--- src/rtl/lrs_pkg.sv ---
// Package: shared constants and state encoding for the link retrain sequencer.
// Assumes a halfword-addressed capability structure with the link registers
// at fixed offsets from its base.
package lrs_pkg;

    localparam logic [4:0] LTSSM_ACTIVE = 5'h0F;

    localparam int LINK_CAP_OFS = 12;
    localparam int LINK_CTL_OFS = 16;
    localparam int LINK_STA_OFS = 18;

    localparam int         SPEED_W     = 4;
    localparam logic [3:0] SPEED_2G5   = 4'd1;
    localparam int         RETRAIN_BIT = 5;
    localparam int         TRAINING_BIT = 11;

    typedef enum logic [3:0] {
        ST_CHECK,
        ST_CAP_RD,
        ST_CAP_WT,
        ST_STA_RD,
        ST_STA_WT,
        ST_CTL_RD,
        ST_CTL_WT,
        ST_WR,
        ST_WR_WT,
        ST_TRN_RD,
        ST_TRN_WT,
        ST_TRN_GAP,
        ST_LNK_CHK,
        ST_LNK_GAP,
        ST_FINISH,
        ST_HALT
    } seq_state_e;

endpackage

--- src/rtl/lrs_req_port.sv ---
// Module: single-outstanding configuration request port.
// Latches a request on 'issue', holds it on the bus until accepted, then
// waits for the response and flags it with 'rsp_hit'. Assumes the owner
// issues only when no request is in flight.
module lrs_req_port #(
    parameter int ADDR_W = 12,
    parameter int DATA_W = 16
) (
    input  logic              clk,
    input  logic              rst_n,
    input  logic              issue,
    input  logic              issue_we,
    input  logic [ADDR_W-1:0] issue_addr,
    input  logic [DATA_W-1:0] issue_wdata,
    output logic              cfg_req_valid,
    input  logic              cfg_req_ready,
    output logic              cfg_req_write,
    output logic [ADDR_W-1:0] cfg_req_addr,
    output logic [DATA_W-1:0] cfg_req_wdata,
    input  logic              cfg_rsp_valid,
    input  logic [DATA_W-1:0] cfg_rsp_rdata,
    output logic              rsp_hit,
    output logic [DATA_W-1:0] rsp_data
);

    logic waiting;

    // Hold request fields and track the accept/response handshake.
    always_ff @(posedge clk) begin
        if (!rst_n) begin
            cfg_req_valid <= 1'b0;
            cfg_req_write <= 1'b0;
            cfg_req_addr  <= '0;
            cfg_req_wdata <= '0;
            waiting       <= 1'b0;
        end else if (issue) begin
            cfg_req_valid <= 1'b1;
            cfg_req_write <= issue_we;
            cfg_req_addr  <= issue_addr;
            cfg_req_wdata <= issue_wdata;
        end else if (cfg_req_valid && cfg_req_ready) begin
            cfg_req_valid <= 1'b0;
            waiting       <= 1'b1;
        end else if (waiting && cfg_rsp_valid) begin
            waiting       <= 1'b0;
        end
    end

    // Response is meaningful only while a request is in flight.
    always_comb begin
        rsp_hit  = waiting && cfg_rsp_valid;
        rsp_data = cfg_rsp_rdata;
    end

endmodule

--- src/rtl/lrs_wait_timer.sv ---
// Module: poll spacing and phase budget counters.
// 'phase_clr' zeroes the elapsed-cycle counter at the start of a wait phase;
// it then counts up and saturates. 'gap_load' starts a poll gap of GAP_CYC
// cycles. Assumes GAP_CYC >= 1.
module lrs_wait_timer #(
    parameter int GAP_CYC = 10000,
    parameter int TRN_TMO = 100000000,
    parameter int LNK_TMO = 100000000
) (
    input  logic clk,
    input  logic rst_n,
    input  logic phase_clr,
    input  logic gap_load,
    output logic gap_zero,
    output logic trn_expired,
    output logic lnk_expired
);

    localparam int TMO_MAX = (TRN_TMO > LNK_TMO) ? TRN_TMO : LNK_TMO;
    localparam int CW      = $clog2(TMO_MAX + 2);
    localparam int GW      = (GAP_CYC > 1) ? $clog2(GAP_CYC) : 1;

    logic [CW-1:0] elapsed;
    logic [GW-1:0] gap_cnt;

    // Count cycles spent in the current wait phase, saturating at all-ones.
    always_ff @(posedge clk) begin
        if (!rst_n || phase_clr) begin
            elapsed <= '0;
        end else if (elapsed != '1) begin
            elapsed <= elapsed + 1'b1;
        end
    end

    // Count down the idle gap between two polls.
    always_ff @(posedge clk) begin
        if (!rst_n) begin
            gap_cnt <= '0;
        end else if (gap_load) begin
            gap_cnt <= GW'(GAP_CYC - 1);
        end else if (gap_cnt != '0) begin
            gap_cnt <= gap_cnt - 1'b1;
        end
    end

    // Budget comparisons and gap end.
    always_comb begin
        gap_zero    = (gap_cnt == '0);
        trn_expired = (elapsed >= CW'(TRN_TMO));
        lnk_expired = (elapsed >= CW'(LNK_TMO));
    end

endmodule

--- src/rtl/link_retrain_seq.sv ---
// Module: link speed retrain sequencer (top).
// Runs once after reset: checks link activity, compares supported and
// current speed, sets the retrain bit by read-modify-write when the link sits
// at 2.5 GT/s below its capability, then waits for training to end and for
// the link to return to its active state, each wait with its own budget.
// Assumes the transport answers every accepted request exactly once.
module link_retrain_seq
    import lrs_pkg::*;
#(
    parameter int          ADDR_W        = 12,
    parameter int          DATA_W        = 16,
    parameter logic [11:0] CAP_BASE      = 12'h080,
    parameter int          POLL_GAP_CYC  = 10000,
    parameter int          TRAIN_TMO_CYC = 100000000,
    parameter int          LINK_TMO_CYC  = 100000000
) (
    input  logic              clk,
    input  logic              rst_n,
    input  logic [4:0]        ltssm_state,
    output logic              cfg_req_valid,
    input  logic              cfg_req_ready,
    output logic              cfg_req_write,
    output logic [ADDR_W-1:0] cfg_req_addr,
    output logic [DATA_W-1:0] cfg_req_wdata,
    input  logic              cfg_rsp_valid,
    input  logic [DATA_W-1:0] cfg_rsp_rdata,
    output logic              seq_done,
    output logic              link_retrained,
    output logic              train_timeout,
    output logic              linkup_timeout
);

    localparam logic [ADDR_W-1:0] A_CAP = ADDR_W'(CAP_BASE) + ADDR_W'(LINK_CAP_OFS);
    localparam logic [ADDR_W-1:0] A_CTL = ADDR_W'(CAP_BASE) + ADDR_W'(LINK_CTL_OFS);
    localparam logic [ADDR_W-1:0] A_STA = ADDR_W'(CAP_BASE) + ADDR_W'(LINK_STA_OFS);

    seq_state_e        state, nxt;
    logic              issue, issue_we;
    logic [ADDR_W-1:0] issue_addr;
    logic [DATA_W-1:0] issue_wdata;
    logic              rsp_hit;
    logic [DATA_W-1:0] rsp_data;
    logic              phase_clr, gap_load, gap_zero, trn_expired, lnk_expired;
    logic              set_ret, set_et, set_el, ld_ctl;
    logic [DATA_W-1:0] ctl_shadow;
    logic              link_up;
    logic [SPEED_W-1:0] rsp_speed;

    lrs_req_port #(
        .ADDR_W (ADDR_W),
        .DATA_W (DATA_W)
    ) u_port (
        .clk           (clk),
        .rst_n         (rst_n),
        .issue         (issue),
        .issue_we      (issue_we),
        .issue_addr    (issue_addr),
        .issue_wdata   (issue_wdata),
        .cfg_req_valid (cfg_req_valid),
        .cfg_req_ready (cfg_req_ready),
        .cfg_req_write (cfg_req_write),
        .cfg_req_addr  (cfg_req_addr),
        .cfg_req_wdata (cfg_req_wdata),
        .cfg_rsp_valid (cfg_rsp_valid),
        .cfg_rsp_rdata (cfg_rsp_rdata),
        .rsp_hit       (rsp_hit),
        .rsp_data      (rsp_data)
    );

    lrs_wait_timer #(
        .GAP_CYC (POLL_GAP_CYC),
        .TRN_TMO (TRAIN_TMO_CYC),
        .LNK_TMO (LINK_TMO_CYC)
    ) u_timer (
        .clk         (clk),
        .rst_n       (rst_n),
        .phase_clr   (phase_clr),
        .gap_load    (gap_load),
        .gap_zero    (gap_zero),
        .trn_expired (trn_expired),
        .lnk_expired (lnk_expired)
    );

    // Decode link activity and the speed field of the current response.
    always_comb begin
        link_up   = (ltssm_state == LTSSM_ACTIVE);
        rsp_speed = rsp_data[SPEED_W-1:0];
    end

    // Next-state and per-state control decode.
    always_comb begin
        nxt         = state;
        issue       = 1'b0;
        issue_we    = 1'b0;
        issue_addr  = A_STA;
        issue_wdata = ctl_shadow;
        phase_clr   = 1'b0;
        gap_load    = 1'b0;
        set_ret     = 1'b0;
        set_et      = 1'b0;
        set_el      = 1'b0;
        ld_ctl      = 1'b0;
        case (state)
            ST_CHECK:   nxt = link_up ? ST_CAP_RD : ST_FINISH;
            ST_CAP_RD: begin
                issue      = 1'b1;
                issue_addr = A_CAP;
                nxt        = ST_CAP_WT;
            end
            ST_CAP_WT: if (rsp_hit) nxt = (rsp_speed > SPEED_2G5) ? ST_STA_RD : ST_FINISH;
            ST_STA_RD: begin
                issue = 1'b1;
                nxt   = ST_STA_WT;
            end
            ST_STA_WT: if (rsp_hit) nxt = (rsp_speed == SPEED_2G5) ? ST_CTL_RD : ST_FINISH;
            ST_CTL_RD: begin
                issue      = 1'b1;
                issue_addr = A_CTL;
                nxt        = ST_CTL_WT;
            end
            ST_CTL_WT: if (rsp_hit) begin
                ld_ctl = 1'b1;
                nxt    = ST_WR;
            end
            ST_WR: begin
                issue                    = 1'b1;
                issue_we                 = 1'b1;
                issue_addr               = A_CTL;
                issue_wdata[RETRAIN_BIT] = 1'b1;
                nxt                      = ST_WR_WT;
            end
            ST_WR_WT: if (rsp_hit) begin
                set_ret   = 1'b1;
                phase_clr = 1'b1;
                nxt       = ST_TRN_RD;
            end
            ST_TRN_RD: begin
                issue = 1'b1;
                nxt   = ST_TRN_WT;
            end
            ST_TRN_WT: if (rsp_hit) begin
                if (!rsp_data[TRAINING_BIT]) begin
                    phase_clr = 1'b1;
                    nxt       = ST_LNK_CHK;
                end else if (trn_expired) begin
                    set_et    = 1'b1;
                    phase_clr = 1'b1;
                    nxt       = ST_LNK_CHK;
                end else begin
                    gap_load = 1'b1;
                    nxt      = ST_TRN_GAP;
                end
            end
            ST_TRN_GAP: if (gap_zero) nxt = ST_TRN_RD;
            ST_LNK_CHK: begin
                if (link_up) begin
                    nxt = ST_FINISH;
                end else if (lnk_expired) begin
                    set_el = 1'b1;
                    nxt    = ST_FINISH;
                end else begin
                    gap_load = 1'b1;
                    nxt      = ST_LNK_GAP;
                end
            end
            ST_LNK_GAP: if (gap_zero) nxt = ST_LNK_CHK;
            ST_FINISH:  nxt = ST_HALT;
            default:    nxt = ST_HALT;
        endcase
    end

    // Sequencer state register.
    always_ff @(posedge clk) begin
        if (!rst_n) state <= ST_CHECK;
        else        state <= nxt;
    end

    // Keep the Link Control value read for the modify step.
    always_ff @(posedge clk) begin
        if (!rst_n)      ctl_shadow <= '0;
        else if (ld_ctl) ctl_shadow <= rsp_data;
    end

    // Sticky result flags.
    always_ff @(posedge clk) begin
        if (!rst_n) begin
            link_retrained <= 1'b0;
            train_timeout  <= 1'b0;
            linkup_timeout <= 1'b0;
        end else begin
            if (set_ret) link_retrained <= 1'b1;
            if (set_et)  train_timeout  <= 1'b1;
            if (set_el)  linkup_timeout <= 1'b1;
        end
    end

    // Completion pulse: the finish state lasts exactly one cycle.
    always_comb seq_done = (state == ST_FINISH);

endmodule

--- config.mk ---
export PLATFORM = sky130hd
export DESIGN_NAME = link_retrain_seq
export DESIGN_NICKNAME = d
export VERILOG_FILES = /design/src/rtl/lrs_pkg.sv /design/src/rtl/lrs_req_port.sv /design/src/rtl/lrs_wait_timer.sv /design/src/rtl/link_retrain_seq.sv
export SDC_FILE = /design/constraint.sdc
export NUM_CORES = 1
export LEC_CHECK = 0
export BUFFER_PORTS_ARGS = -buffer_cell sky130_fd_sc_hd__buf_2
export CAP_MARGIN = 5
export CORE_UTILIZATION = 55
export CTS_BUF_LIST = sky130_fd_sc_hd__clkbuf_8
export DETAILED_ROUTE_END_ITERATION = 6
export PLACE_DENSITY = 0.8
export SKIP_CTS_REPAIR_TIMING = 1
export SYNTH_ARGS = -nofsm -noshare
export SYNTH_HDL_FRONTEND = slang
export SYNTH_SLANG_ARGS = --single-unit
--- constraint.sdc ---
create_clock -name clk -period 5.6 [get_ports clk]
set_input_delay 0 -clock clk [delete_from_list [all_inputs] [get_ports clk]]
set_output_delay 0 -clock clk [all_outputs]
set_load 0.01 [all_outputs]
=== Word-level counts from Yosys, hierarchy flattened ===
Cells that the tools add are included.

* Register bits after elaboration: 95
* Latch bits: 0
* RAM bits: 0
* Bits in read-only memories: 0
* Input port bits: 25
* Output and inout bits: 34
* Memories: 0

* $add $sub $neg: 2
* Multiply operators: 0
* Div/mod/pow operators: 0
* Magnitude comparators: 2
* Equal/unequal tests: 24
* Shift-type cells: 0
* Mux-type cells: 42
* Bitwise gates (word level): 2
* Reductions and logical operators: 15

{| class="wikitable"
|+ Operator list
! kind !! count
|-
| $pmux 4 s14 || 1
|-
| $mux 4 || 10
|-
| $eq 4x4->1 const B || 7
|-
| $mux 14 || 2
|-
| $add 27x1->27 const B || 1
|-
| $ge 27x27->1 const B || 1
|-
| $ne 27x27->1 const B || 1
|-
| $mux 1 || 22
|-
| $eq 4x3->1 const B || 4
|-
| $logic_not 14->1 || 1
|-
| $ne 2x2->1 const B || 7
|-
| $reduce_bool 14->1 || 1
|-
| $sub 14x1->14 const B || 1
|-
| $pmux 5 s2 || 1
|-
| $eq 4x1->1 const B || 2
|-
| $eq 4x2->1 const B || 2
|-
| $reduce_and 7->1 || 1
|-
| $mux 3 || 2
|-
| $reduce_bool 2->1 || 3
|-
| $eq 5x4->1 const B || 1
|-
| $reduce_or 5->1 || 1
|-
| $gt 4x1->1 const B || 1
|-
| $logic_not 4->1 || 1
|-
| $mux 2 || 2
|-
| 7 further kinds || 11
|}

=== Longest topological paths before layout ===
Gate-level depths: netlist of run 1.

* Depth in word-level cells: 6
* Depth in mapped cells: 8

=== By module ===
From an unflattened synthesis of run 1, not the netlist that was laid out.

* Cells, all modules: 511
* Area, all modules: 4,675.7 µm²

{| class="wikitable"
|+ Modules (own cells, without submodules)
! module !! times used !! cells an instance !! area each (µm²) !! sequential area each (µm²)
|-
| lrs_wait_timer || 1 || 248 || 2,123.3 || 820.8
|-
| lrs_req_port || 1 || 119 || 1,342.5 || 620.6
|-
| link_retrain_seq || 1 || 144 || 1,209.9 || 460.4
|}

=== Worst setup path before layout of run 1 ===
No wires, ideal clock.

* Path kind: flip-flop to flip-flop
* Start point: reg u_timer.gap_cnt[0]
* End point: reg state[0]
* Setup time: 0.144 ns
* Arrival: 1.867 ns
* Path slack: 3.588 ns
* Stages on the path, launching flop included: 8
* Buffers on the path: 0
* Cells stage by stage: dfxtp_1 -> inv_1 -> ha_1 -> nor3b_1 -> nand4_2 -> a41oi_1 -> a21boi_0 -> a311oi_1

* Word-level cells in the longest chain between the ends: 3
* Elaborated cells on any way between the ends: 4

{| class="wikitable"
|+ Ends and longest elaborated chain
! what !! line !! RTL
|-
| from (decl) || lrs_wait_timer.sv:24 || <nowiki>logic [GW-1:0] gap_cnt;</nowiki>
|-
| from (signal assigned) || lrs_wait_timer.sv:40 || <nowiki>gap_cnt <= GW'(GAP_CYC - 1);</nowiki>
|-
| from (signal assigned) || lrs_wait_timer.sv:42 || <nowiki>gap_cnt <= gap_cnt - 1'b1;</nowiki>
|-
| $logic_not 14->1 (*) || lrs_wait_timer.sv:48 || <nowiki>gap_zero = (gap_cnt == '0);</nowiki>
|-
| $ne 2x2->1 (no line) || n/a ||
|-
| $reduce_and 7->1 (no line) (*) || n/a ||
|-
| to (signal assigned) || link_retrain_seq.sv:175 || <nowiki>else state <= nxt;</nowiki>
|-
| to (decl) || link_retrain_seq.sv:37 || <nowiki>seq_state_e state, nxt;</nowiki>
|}

Mark *: on every way between the ends. The rest lies on a longest branch, timed or not.
A chain may end at the register's enable or synchronous reset.

=== Final worst setup path of run 1 ===
* Start point: reg state[3]
* End point: reg u_port.waiting

* Word-level cells in the longest chain between the ends: 5
* Elaborated cells on any way between the ends: 9

{| class="wikitable"
|+ Ends and longest elaborated chain
! what !! line !! RTL
|-
| $eq 4x4->1 (tied with other cells) || link_retrain_seq.sv:103 || <nowiki>case (state)</nowiki>
|-
| $reduce_or 5->1 (no line) (*) || n/a ||
|-
| $mux 1 (*) || link_retrain_seq.sv:103 ||
|-
| $not 1->1 (no line) (*) || n/a ||
|-
| $reduce_and 2->1 (no line) (*) || n/a ||
|-
| to (signal assigned) || lrs_req_port.sv:35 || <nowiki>waiting <= 1'b0;</nowiki>
|-
| to (signal assigned) || lrs_req_port.sv:43 || <nowiki>waiting <= 1'b1;</nowiki>
|-
| to (signal assigned) || lrs_req_port.sv:45 || <nowiki>waiting <= 1'b0;</nowiki>
|-
| to (decl) || lrs_req_port.sv:26 || <nowiki>logic waiting;</nowiki>
|}

Marked as above.

==> metrics.log, run 1 <==
[metrics] RSZ-0062 raised after global routing: no
[metrics] async set or reset register ratio after synthesis: 0
[metrics] data required time at the worst endpoint: ~6000 ps
[metrics] Post-Synth XOR/XNOR Area: 0.0465
[metrics] post-route minimum period: about 2600 ps
[metrics] post-synthesis mux area share: 0.00966
[metrics] top achievable clock speed: ~390 MHz
[metrics] Clock transition at path regs: 100 ps
[metrics] mean area per synthesized cell: between 8 and 9 um^2
[metrics] horizontal die dimension: between 80 and 90 um
[metrics] worst setup slack before clock tree synthesis: between 3000 and 4000 ps
[metrics] synthesized-area fraction occupied by adder cells: 0.00906
[metrics] Simple-Gate Fraction of Synth Area: 0.282
[metrics] kind of launch point of the worst setup path: flip-flop
[metrics] synthesized instance count: slightly above 500
[metrics] boundary pin count: just under 60
[metrics] routed via count: 3847
[metrics] portion of the clock cycle consumed by the worst path in the final layout: 0.463
[metrics] total number of clock tree sinks: 87
[metrics] weighted congestion at the end of routability-driven global placement: ~0.86
[metrics] length of the first detailed-routing pass in iterations: 5
[metrics] maximum fanout along the worst path: 21
[metrics] number of max-cap violations: 0
[metrics] number of antenna diodes: 0
[metrics] Synth Register Bits: between 80 and 90
[metrics] area of combinational cells with multiple inputs: 0.00223 mm^2
[metrics] maximum number of pins on one net before global-route repair: 45
[metrics] clock buffer count from CTS: 9
[metrics] TritonCTS clock tree: built
[metrics] floorplan row count: 31
[metrics] power per cell area: around 350 mW/mm^2
[metrics] placeable core region: about 0.0073 mm^2
[metrics] post-route DRC violation count: 0
[metrics] Peak supply drop: ~180 uV
[metrics] delay of the slowest cell on the worst path: ~730 ps
[metrics] final hold viol count: 0
[metrics] synthesized area: between 0.004 and 0.005 mm^2
[metrics] result of the run: finished clean
[metrics] initial core utilization: 0.571
[metrics] post-detailed-routing wire length: between 9000 and 10000 um
[metrics] PortBufs: 51
[metrics] class of the worst hold path: in2reg
[metrics] proportion of synthesized chip area in sequential cells: 0.420
[metrics] layout cells sized above 1: 0.156
[metrics] detailed-placement wirelength estimate: 6100 um
[metrics] root buffer cell: clkbuf_8
[metrics] TNS Setup: 0 ps
[metrics] Final setup viols: 0
[metrics] wire length of the first global-routing pass: around 15000 um
[metrics] die area: 0.00789 mm^2
[metrics] number of warning messages in the yosys log: 0
[metrics] final count of pins violating max slew: 0
[metrics] actual slew at the worst max-slew pin: approximately 890 ps
[metrics] initial antenna violation count: 0
[metrics] worst path buffer plus inverter count: 1
[metrics] post-synthesis cell type count: 64
[metrics] fill count: 620
[metrics] largest delay contributor family on the critical path: simple AND/OR/NAND/NOR gates
[metrics] global routing usage summed across all routing layers: 0.239
[metrics] number of enable flip-flop cells after synthesis: 0
[metrics] buffers from clock root to sink, at most: 2
[metrics] WL per Instance: 14.2 um
[metrics] list of cells traversed by the critical path: o21ai_0, nand2_1, nand2_1, a32oi_1, dlygate4sd3_1, nor2_1
[metrics] vias in the first global route: between 3000 and 4000
[metrics] compound-cell area share of the yosys netlist: 0.184
[metrics] area used by sequential logic in the layout: 0.00174 mm^2
[metrics] leakage: approximately 1.8 nW
[metrics] layout-stage area growth over the synthesis result: 15.7%
[metrics] post-layout net count: approximately 590
[metrics] relative slew slack: 0.402
[metrics] Worst EP arrival: between 2000 and 3000 ps
[metrics] remaining antenna violation count: 0
[metrics] overall die height: between 80 and 90 um
[metrics] primary flip-flop cell chosen by synthesis mapping: dfxtp_1
[metrics] clock insertion delay at the later pin of the skew report: around 370 ps
[metrics] worst setup margin: about 3000 ps
[metrics] WS Path Type: reg2reg
[metrics] Worst path most repeated cell: nand2_1
[metrics] dominant combinational cell family by area after synthesis: simple AND/OR/NAND/NOR gates
[metrics] clock tree skew after final layout: roughly 15 ps
[metrics] # H-tree levels: 3
[metrics] slowest cell on the critical path: dfxtp_1
[metrics] ratio of routed vias to standard cells: 5.76
[metrics] Crit. End Element: flip-flop
[metrics] initial detailed-routing violation count: between 200 and 300
[metrics] gr ovfl total: 0
[state kept, by name, summed over array words and instances (netlist names)]
| register | cells |
|---|---|
| u_port.waiting | 1 |
| linkup_timeout | 1 |
| u_timer.gap_cnt | 14 |
| u_port.cfg_req_write | 1 |
| ctl_shadow | 16 |
| link_retrained | 1 |
| u_port.cfg_req_valid | 1 |
| train_timeout | 1 |
| u_port.cfg_req_addr | 4 |
| u_port.cfg_req_wdata | 16 |
| state | 4 |
| u_timer.elapsed | 27 |
[worst reg2reg max path: stages (launching register included)]
cell	delay [ps]
dfxtp_1	730
o21ai_0	240
nand2_1	600
nand2_1	110
a32oi_1	180
dlygate4sd3_1	580
nor2_1	40
[power breakdown]
part | leakage [nW] | internal (W) | switching (W)
clock network | 0.0977 | 0.000176 | 0.000259
registers | 0.705 | 0.000675 | 0.0000881
logic | 0.966 | 0.000209 | 0.000265
total | 1.77 | 0.00106 | 0.000612
[through the flow]
stage / util / hold slack (ps) / cell area (um^2) / power, W / instances
finish: 0.661 / 185 / 4790 / 0.00167 / 668
global route: 0.661 / 191 / 4790 / 0.00178 / 668
CTS: 0.635 / -153 / 4600 / 0.00166 / 649
detailed placement: 0.608 / 246 / 4410 / 0.00123 / 633
global placement: 0.608 / 241 / 4410 / 0.00122 / 633
floorplan: - / 136 / 4170 / 0.00114 / 514
[synthesized netlist by cell type, types with 2 or more instances]
library cell | count | share of area
a41oi_1 | 3 | 0.0063
and2_1 | 4 | 0.0060
or4_2 | 3 | 0.0063
a32oi_1 | 2 | 0.0042
or2_0 | 2 | 0.0030
buf_4 | 8 | 0.014
nor3b_1 | 3 | 0.0054
buf_2 | 5 | 0.0060
xor2_1 | 9 | 0.019
clkbuf_1 | 20 | 0.018
or3_1 | 6 | 0.0091
a21oi_1 | 56 | 0.068
a21boi_0 | 2 | 0.0036
a22oi_1 | 3 | 0.0054
and4_1 | 2 | 0.0042
nor2_1 | 33 | 0.030
nor2b_1 | 5 | 0.0075
and3_1 | 12 | 0.018
o21bai_1 | 2 | 0.0036
or4_1 | 5 | 0.0091
a211oi_1 | 3 | 0.0054
a31oi_1 | 7 | 0.011
dfxtp_1 | 87 | 0.42
nor4_1 | 3 | 0.0045
mux2i_1 | 4 | 0.0097
xnor2_1 | 13 | 0.027
nand4_1 | 5 | 0.0075
nand2_1 | 92 | 0.083
inv_1 | 9 | 0.0082
nand3b_1 | 3 | 0.0054
nand2b_1 | 4 | 0.0060
o21a_1 | 5 | 0.0091
or2_2 | 3 | 0.0045
or3_4 | 2 | 0.0054
nand3_1 | 14 | 0.017
o31ai_1 | 9 | 0.016
ha_1 | 3 | 0.0091
nor3_1 | 14 | 0.017
o21ai_0 | 16 | 0.019
nor4_2 | 2 | 0.0060
a311oi_1 | 2 | 0.0042
[layout make-up]
type	instances	share of cell area
multi-input cells	384	0.466
flip-flops and latches	87	0.363
repair buffers	73	0.0976
clock buffers	9	0.0258
well taps	99	0.0258
clock inverters	7	0.0146
inverters	9	0.00705
[final timing paths]
check | startpoint | endpoint | slack (ps) | cells after the start
max | state[3]$_SDFFE_PN0P_ | u_port.waiting$_SDFFE_PN0P_ | 3010 | 6
min | cfg_rsp_valid | train_timeout$_SDFFE_PN0P_ | 190 | 4
max reg2reg | state[3]$_SDFFE_PN0P_ | u_port.waiting$_SDFFE_PN0P_ | 3010 | 6
min reg2reg | ctl_shadow[7]$_SDFFE_PN0P_ | u_port.cfg_req_wdata[7]$_SDFFE_PN0P_ | 450 | 2
[cells by family after synthesis]
family	count (synthesis)
other	1
AND/OR/NAND/NOR	225
XOR/XNOR	22
multiplexers	4
AO/OA/AOI/OAI	123
buffers and inverters	43
adder cells (fa/ha/maj)	3
flip-flops	87
[layout by cell type (no fill, tap or decap), types with 4 or more instances in the layout]
| master | instances |
|---|---|
| dfxtp_1 | 87 |
| a21oi_1 | 56 |
| nand2b_1 | 4 |
| nand3_1 | 14 |
| mux2i_1 | 4 |
| or4_1 | 5 |
| xor2_1 | 9 |
| o21ai_0 | 16 |
| and3_1 | 12 |
| xnor2_1 | 13 |
| inv_8 | 4 |
| nand2_1 | 92 |
| inv_1 | 9 |
| o31ai_1 | 9 |
| dlygate4sd3_1 | 19 |
| conb_1 | 7 |
| and2_1 | 4 |
| or3_1 | 6 |
| clkbuf_8 | 9 |
| nor2b_1 | 5 |
| nor2_1 | 33 |
| a31oi_1 | 7 |
| o21a_1 | 5 |
| nand4_1 | 5 |
| nor3_1 | 14 |
| buf_2 | 51 |
[routing by layer]
layer  share of wire  GRT usage
met1            0.44      0.304
met2            0.49      0.390
met3           0.052     0.0550
met4           0.019      0.101
met5               0          0
(Power assumes the default switching activity.)
==> run 2: changes to the inputs <==
--- a/config.mk
+++ b/config.mk
@@ -7,10 +7,10 @@
 export LEC_CHECK = 0
 export BUFFER_PORTS_ARGS = -buffer_cell sky130_fd_sc_hd__buf_2
 export CAP_MARGIN = 5
-export CORE_UTILIZATION = 55
+export CORE_UTILIZATION = 53
 export CTS_BUF_LIST = sky130_fd_sc_hd__clkbuf_8
 export DETAILED_ROUTE_END_ITERATION = 6
-export PLACE_DENSITY = 0.8
+export PLACE_DENSITY = 0.81
 export SKIP_CTS_REPAIR_TIMING = 1
 export SYNTH_ARGS = -nofsm -noshare
 export SYNTH_HDL_FRONTEND = slang
==> constraint.sdc (replaced) <==
create_clock -name clk -period 2.19 [get_ports clk]
set_input_delay 0 -clock clk [delete_from_list [all_inputs] [get_ports clk]]
set_output_delay 0 -clock clk [all_outputs]
set_load 0.01 [all_outputs]
==> metrics.log, run 2 (synthesis results as in run 1) <==
[metrics] floorplan row count: 31 (unchanged)
[metrics] max reg flops: 27 (unchanged)
[metrics] power per cell area: 882 mW/mm^2 (+150%)
[metrics] wire length of the first global-routing pass: 16000 um (+9.1%)
[metrics] initial antenna violation count: 0 (unchanged)
[metrics] global routing usage summed across all routing layers: 0.237 (-0.00197)
[metrics] Peak supply drop: 433 uV (+140%)
[metrics] remaining antenna violation count: 0 (unchanged)
[metrics] clock tree skew after final layout: 18.1 ps (+3.13 ps)
[metrics] detailed-placement wirelength estimate: 6480 um (+6.1%)
[metrics] placeable core region: 0.00741 mm^2 (+2.1%)
[metrics] top achievable clock speed: 476 MHz (+23%)
[metrics] TritonCTS clock tree: built
[metrics] number of antenna diodes: 0 (unchanged)
[metrics] buffers from clock root to sink, at most: 2 (unchanged)
[metrics] total number of clock tree sinks: 87 (unchanged)
[metrics] result of the run: complete, but fails checks
[metrics] WL per Instance: 14.1 um (-0.38%)
[metrics] final hold viol count: 4 (+4)
[metrics] most frequent cells in the layout: nand2_1 (92), dfxtp_1 (87), a21oi_1 (56)
[metrics] gr ovfl total: 0 (unchanged)
[metrics] total placed cells including tap cells: 650 (+2.7%)
[metrics] clock insertion delay at the later pin of the skew report: 370 ps (about the same)
[metrics] initial detailed-routing violation count: 246 (-17%)
[metrics] root buffer cell: clkbuf_8
[metrics] routed via count: 3907 (+1.6%)
[metrics] maximum fanout along the worst path: 8 (-62%)
[metrics] layout-stage area growth over the synthesis result: 18.9%
[metrics] kind of launch point of the worst setup path: flip-flop
[metrics] post-detailed-routing wire length: 9690 um (+2.2%)
[metrics] post-layout net count: 609 (+2.9%)
[metrics] portion of the clock cycle consumed by the worst path in the final layout: 0.959 (+0.497)
[metrics] PortBufs: 51 (unchanged)
[metrics] initial core utilization: 0.559 (-0.0120)
[metrics] Regs by FF count: u_timer.elapsed x27, ctl_shadow x16, u_port.cfg_req_wdata x16
[metrics] length of the first detailed-routing pass in iterations: 5 (unchanged)
[metrics] weighted congestion at the end of routability-driven global placement: 0.838 (-2.2%)
[metrics] most common cell after layout, fill and taps aside: nand2_1
[metrics] failing checks: negative hold slack
[metrics] overall die height: 90.4 um (+1.8%)
[metrics] class of the worst hold path: in2reg
[metrics] maximum number of pins on one net before global-route repair: 48 (+6.7%)
[metrics] post-route DRC violation count: 0 (unchanged)
[metrics] final non-filler cell total: 685 (+2.5%)
[metrics] clock buffer count from CTS: 9 (unchanged)
[metrics] Crit. End Element: flip-flop
[metrics] data required time at the worst endpoint: 2490 ps (-3360 ps)
[metrics] post-route minimum period: 2100 ps (-490 ps)
[metrics] # H-tree levels: 3 (unchanged)
[metrics] WS Path Type: reg2reg
[metrics] Worst EP arrival: 2400 ps (-440 ps)
[metrics] Top reg by flops: u_timer.elapsed
[metrics] final count of pins violating max slew: 0 (unchanged)
[metrics] relative slew slack: 0.593 (+0.191)
[metrics] Final setup viols: 0 (unchanged)
[metrics] die area: 0.00818 mm^2 (+3.7%)
[metrics] layout cells sized above 1: 0.188 (+0.0313)
[metrics] vias in the first global route: 3524 (+6.8%)
[metrics] ratio of routed vias to standard cells: 5.70 (-0.96%)
[metrics] boundary pin count: 59 (unchanged)
[metrics] Hold WS: -35.6 ps (-221 ps)
[metrics] horizontal die dimension: 90.4 um (+1.8%)
[metrics] number of max-cap violations: 0 (unchanged)
[metrics] actual slew at the worst max-slew pin: 595 ps (-296 ps)
[metrics] Clock transition at path regs: 90 ps (about the same)
[metrics] TNS Setup: 0 ps (unchanged)
[metrics] leakage: 1.86 nW (+5.0%)
[run 2: changes by cell type in the layout (fill, tap and decap cells not counted)]
cell,before,now
or3_4,2,3
clkinv_4,1,2
nor2_2,0,1
dlygate4sd3_1,19,17
clkinvlp_4,1,2
nor2_1,33,32
inv_1,9,10
or3_1,6,5
nor3b_1,3,2
buf_12,0,1
inv_8,4,1
buf_4,3,21
nor3b_2,0,1
[run 2: metrics by stage]
stage               worst slack, ps  hold WS [ps]  power [W]  area (um^2)   util
finish                         88.8         -35.6    0.00434         4930  0.665
global route                  -36.2        0.0858    0.00461         4930  0.665
CTS                            56.2          -146    0.00431         4730  0.639
detailed placement              103           243    0.00330         4550  0.614
global placement                172           244    0.00323         4550  0.614
floorplan                       178           136    0.00291         4170      -
[run 2: path summary, 6_finish.rpt]
check	startpoint	to	slack, ps	depth (start not counted)
min reg2reg	ctl_shadow[8]$_SDFFE_PN0P_	u_port.cfg_req_wdata[8]$_SDFFE_PN0P_	450	2
max reg2reg	u_timer.elapsed[4]$_SDFFE_PP0P_	u_timer.elapsed[23]$_SDFFE_PP0P_	90	5
max	u_timer.elapsed[4]$_SDFFE_PP0P_	u_timer.elapsed[23]$_SDFFE_PP0P_	90	5
min	cfg_rsp_valid	u_port.waiting$_SDFFE_PN0P_	-40	4
[run 2: critical path, cell delays in order, from the launching register on]
cell	delay, ps
dfxtp_1	430
nand4_4	170
or3_4	450
or3_4	360
or4_4	500
a21oi_2	130
[run 2: per-layer routing]
| layer | share of wire | GRT usage | vias up |
|---|---|---|---|
| met5 | 0 | 0 | - |
| met4 | 0.019 | 0.102 | 0 |
| met3 | 0.048 | 0.0547 | 22 |
| met2 | 0.49 | 0.390 | 108 |
| met1 | 0.44 | 0.296 | 1853 |
| li1 | - | - | 1924 |
[run 2: cell type report]
| type | instances | area (um^2) |
|---|---|---|
| clock buffers | 9 | 124 |
| multi-input cells | 384 | 2250 |
| clock inverters | 7 | 56.3 |
| flip-flops and latches | 87 | 1740 |
| inverters | 9 | 33.8 |
| repair buffers | 90 | 603 |
| well taps | 99 | 124 |
| fillers | 609 | 2480 |
[run 2: report_power, final]
part | internal [W] | switching, W | total (W)
logic | 0.000636 | 0.000780 | 0.00142
registers | 0.00173 | 0.000165 | 0.00189
clock network | 0.000424 | 0.000614 | 0.00104
==> run 3: changes to the inputs <==
--- a/config.mk
+++ b/config.mk
@@ -7,10 +7,10 @@
 export LEC_CHECK = 0
 export BUFFER_PORTS_ARGS = -buffer_cell sky130_fd_sc_hd__buf_2
 export CAP_MARGIN = 5
-export CORE_UTILIZATION = 53
-export CTS_BUF_LIST = sky130_fd_sc_hd__clkbuf_8
+export CORE_UTILIZATION = 55
+export CTS_BUF_LIST = sky130_fd_sc_hd__clkbuf_2
 export DETAILED_ROUTE_END_ITERATION = 6
-export PLACE_DENSITY = 0.81
+export PLACE_DENSITY = 0.8
 export SKIP_CTS_REPAIR_TIMING = 1
 export SYNTH_ARGS = -nofsm -noshare
 export SYNTH_HDL_FRONTEND = slang
==> constraint.sdc (replaced) <==
create_clock -name clk -period 2.1 [get_ports clk]
set_input_delay 0 -clock clk [delete_from_list [all_inputs] [get_ports clk]]
set_output_delay 0 -clock clk [all_outputs]
set_load 0.01 [all_outputs]
==> metrics.log, run 3 (synthesis results as in run 1) <==
[metrics] relative slew slack: 0.603 (+0.0102)
[metrics] overall die height: 88.8 um (-1.8%)
[metrics] # H-tree levels: 3 (unchanged)
[metrics] hold path depth: 4 (unchanged)
[metrics] number of max-cap violations: 0 (unchanged)
[metrics] net switching component of the power: 0.00168 W (+7.9%)
[metrics] post-detailed-routing wire length: 9850 um (+1.6%)
[metrics] weighted congestion at the end of routability-driven global placement: 0.838 (about the same)
[metrics] Placed Area: 0.00461 mm^2 (+1.3%)
[metrics] maximum fanout along the worst path: 8 (unchanged)
[metrics] total placed cells including tap cells: 658 (+1.2%)
[metrics] placeable core region: 0.00725 mm^2 (-2.1%)
[metrics] portion of the clock cycle consumed by the worst path in the final layout: 0.969 (+0.00989)
[metrics] initial detailed-routing violation count: 312 (+27%)
[metrics] Regs by FF count: u_timer.elapsed x27, ctl_shadow x16, u_port.cfg_req_wdata x16
[metrics] vias in the first global route: 3548 (+0.68%)
[metrics] clock tree skew after final layout: 33.4 ps (+15.3 ps)
[metrics] leakage: 1.90 nW (+2.1%)
[metrics] post-route minimum period: 2040 ps (-65.6 ps)
[metrics] most frequent cells in the layout: nand2_1 (92), dfxtp_1 (81), a21oi_1 (56)
[metrics] ratio of routed vias to standard cells: 5.63 (-1.3%)
[metrics] depth of the most critical reg-to-reg path: 6 (+1)
[metrics] start of the worst register-to-register path: u_timer.elapsed[20]$_SDFFE_PP0P_
[metrics] kind of launch point of the worst setup path: flip-flop
[metrics] data required time at the worst endpoint: 2590 ps (+100 ps)
[metrics] final non-filler cell total: 696 (+1.6%)
[metrics] Worst Hold Path EP: ctl_shadow[15]$_SDFFE_PN0P_
[metrics] most common cell after layout, fill and taps aside: nand2_1
[metrics] top achievable clock speed: 491 MHz (+3.2%)
[metrics] Crit. End Element: flip-flop
[metrics] detailed-placement wirelength estimate: 6600 um (+2.0%)
[metrics] class of the worst hold path: in2reg
[metrics] worst setup margin: 64.4 ps (-24.4 ps)
[metrics] result of the run: finished clean
[metrics] root buffer cell: clkbuf_2
[metrics] global routing usage summed across all routing layers: 0.253 (+0.0158)
[metrics] total number of clock tree sinks: 87 (unchanged)
[metrics] switching share of power: 0.379 (+0.0203)
[metrics] wire length of the first global-routing pass: 15600 um (-2.8%)
[metrics] fraction of power consumed by the clock network: 0.193 (-0.046)
[metrics] Worst EP arrival: 2530 ps (+130 ps)
[metrics] cell internal power dissipation: 0.00276 W (-1.1%)
[metrics] Peak supply drop: 538 uV (+24%)
[metrics] Top reg by flops: u_timer.elapsed
[metrics] floorplan row count: 31 (unchanged)
[metrics] final cell area excluding filler cells: 0.00497 mm^2 (+0.81%)
[metrics] clock insertion delay at the later pin of the skew report: 580 ps (+210 ps)
[metrics] buffers from clock root to sink, at most: 2 (unchanged)
[metrics] TritonCTS clock tree: built
[metrics] maximum number of pins on one net before global-route repair: 44 (-8.3%)
[metrics] final count of pins violating max slew: 0 (unchanged)
[metrics] routed via count: 3920 (+0.33%)
[metrics] gr ovfl total: 0 (unchanged)
[metrics] flop-to-flop setup slack: 60 ps (-20 ps)
[metrics] boundary pin count: 59 (unchanged)
[metrics] WL per Instance: 14.1 um (about the same)
[metrics] post-route DRC violation count: 0 (unchanged)
[metrics] layout cells sized above 1: 0.211 (+0.0233)
[metrics] min-delay src: cfg_rsp_rdata[15]
[metrics] layout-stage area growth over the synthesis result: 19.9%
[metrics] clock buffer count from CTS: 9 (unchanged)
[metrics] length of the first detailed-routing pass in iterations: 5 (unchanged)
[metrics] initial core utilization: 0.571 (+0.0120)
[metrics] worst setup slack before clock tree synthesis: -23.1 ps (-126 ps)
[metrics] number of antenna diodes: 0 (unchanged)
[metrics] Final setup viols: 0 (unchanged)
[metrics] PortBufs: 51 (unchanged)
[metrics] register share of total power: 0.443 (+0.008)
[metrics] initial antenna violation count: 0 (unchanged)
[metrics] power per cell area: 893 mW/mm^2 (+1.3%)
[metrics] WS Path Type: reg2reg
[metrics] die area: 0.00789 mm^2 (-3.6%)
[metrics] relative contribution of combinational cells to total power: 0.364 (+0.038)
[metrics] Clock transition at path regs: 290 ps (+200 ps)
[metrics] horizontal die dimension: 88.8 um (-1.8%)
[metrics] max reg flops: 27 (unchanged)
[metrics] actual slew at the worst max-slew pin: 594 ps (-1.34 ps)
[metrics] destination of the worst register-to-register timing path: u_timer.elapsed[8]$_SDFFE_PP0P_
[metrics] post-layout net count: 620 (+1.8%)
[metrics] remaining antenna violation count: 0 (unchanged)
[metrics] final hold viol count: 0 (-4)
==> run 3: how the worst max path moves through the flow <==
stage,from,end,slack [ps],depth (start not counted)
6_report,u_timer.elapsed[20]$_SDFFE_PP0P_,u_timer.elapsed[8]$_SDFFE_PP0P_,60,6
5_1_grt,u_timer.elapsed[11]$_SDFFE_PP0P_,u_timer.elapsed[8]$_SDFFE_PP0P_,-20,7
4_1_cts,u_timer.elapsed[1]$_SDFFE_PP0P_,u_timer.elapsed[13]$_SDFFE_PP0P_,-90,7
3_5_place_dp,u_timer.elapsed[1]$_SDFFE_PP0P_,u_timer.elapsed[5]$_SDFFE_PP0P_,-20,7
3_3_place_gp,u_timer.elapsed[1]$_SDFFE_PP0P_,u_timer.elapsed[15]$_SDFFE_PP0P_,140,7
2_1_floorplan,u_timer.gap_cnt[0]$_SDFFE_PN0P_,state[0]$_SDFFE_PN0P_,90,7
==> run 3: cell type report <==
class                      count  area, um^2
clock buffer                   9        45.0
clock inverter                 7        68.8
fill                         584        2280
inverter                       9        33.8
multi-input combinational    384        2250
sequential                    87        1750
tap                           99         124
timing repair buffer         101         691
==> run 3: worst max-delay path, cell delays in order, from the launching register on <==
cell and delay [ps]:
dfxtp_1 430, and3_1 230, nand3_1 270, nor3_4 110
buf_4 150, or4_2 600, a21oi_1 170
==> run 3: power by group through the flow <==
stage / Combinational, W / Sequential [W] / Clock (W)
floorplan: 0.00108 / 0.00195 / 0
global placement: 0.00149 / 0.00198 / 0
detailed placement: 0.00154 / 0.00199 / 0
CTS: 0.00156 / 0.00196 / 0.000866
global route: 0.00180 / 0.00199 / 0.000936
finish: 0.00162 / 0.00197 / 0.000855
==> run 3: routing by layer <==
metal / vias to the layer above / share of wire / track usage
met4: 0 / 0.020 / 0.122
met3: 18 / 0.054 / 0.0420
met2: 131 / 0.48 / 0.407
li1: 1952 / - / -
met1: 1819 / 0.44 / 0.330
met5: - / 0 / 0
==> run 3: metrics by stage <==
stage               setup TNS, ps  hold WS [ps]  total power [W]   util
finish                          0           155          0.00444  0.685
global route                -16.8           133          0.00473  0.685
CTS                          -401          -416          0.00438  0.651
detailed placement          -48.7           247          0.00353  0.636
global placement                0           240          0.00347  0.636
floorplan                       0           136          0.00304      -
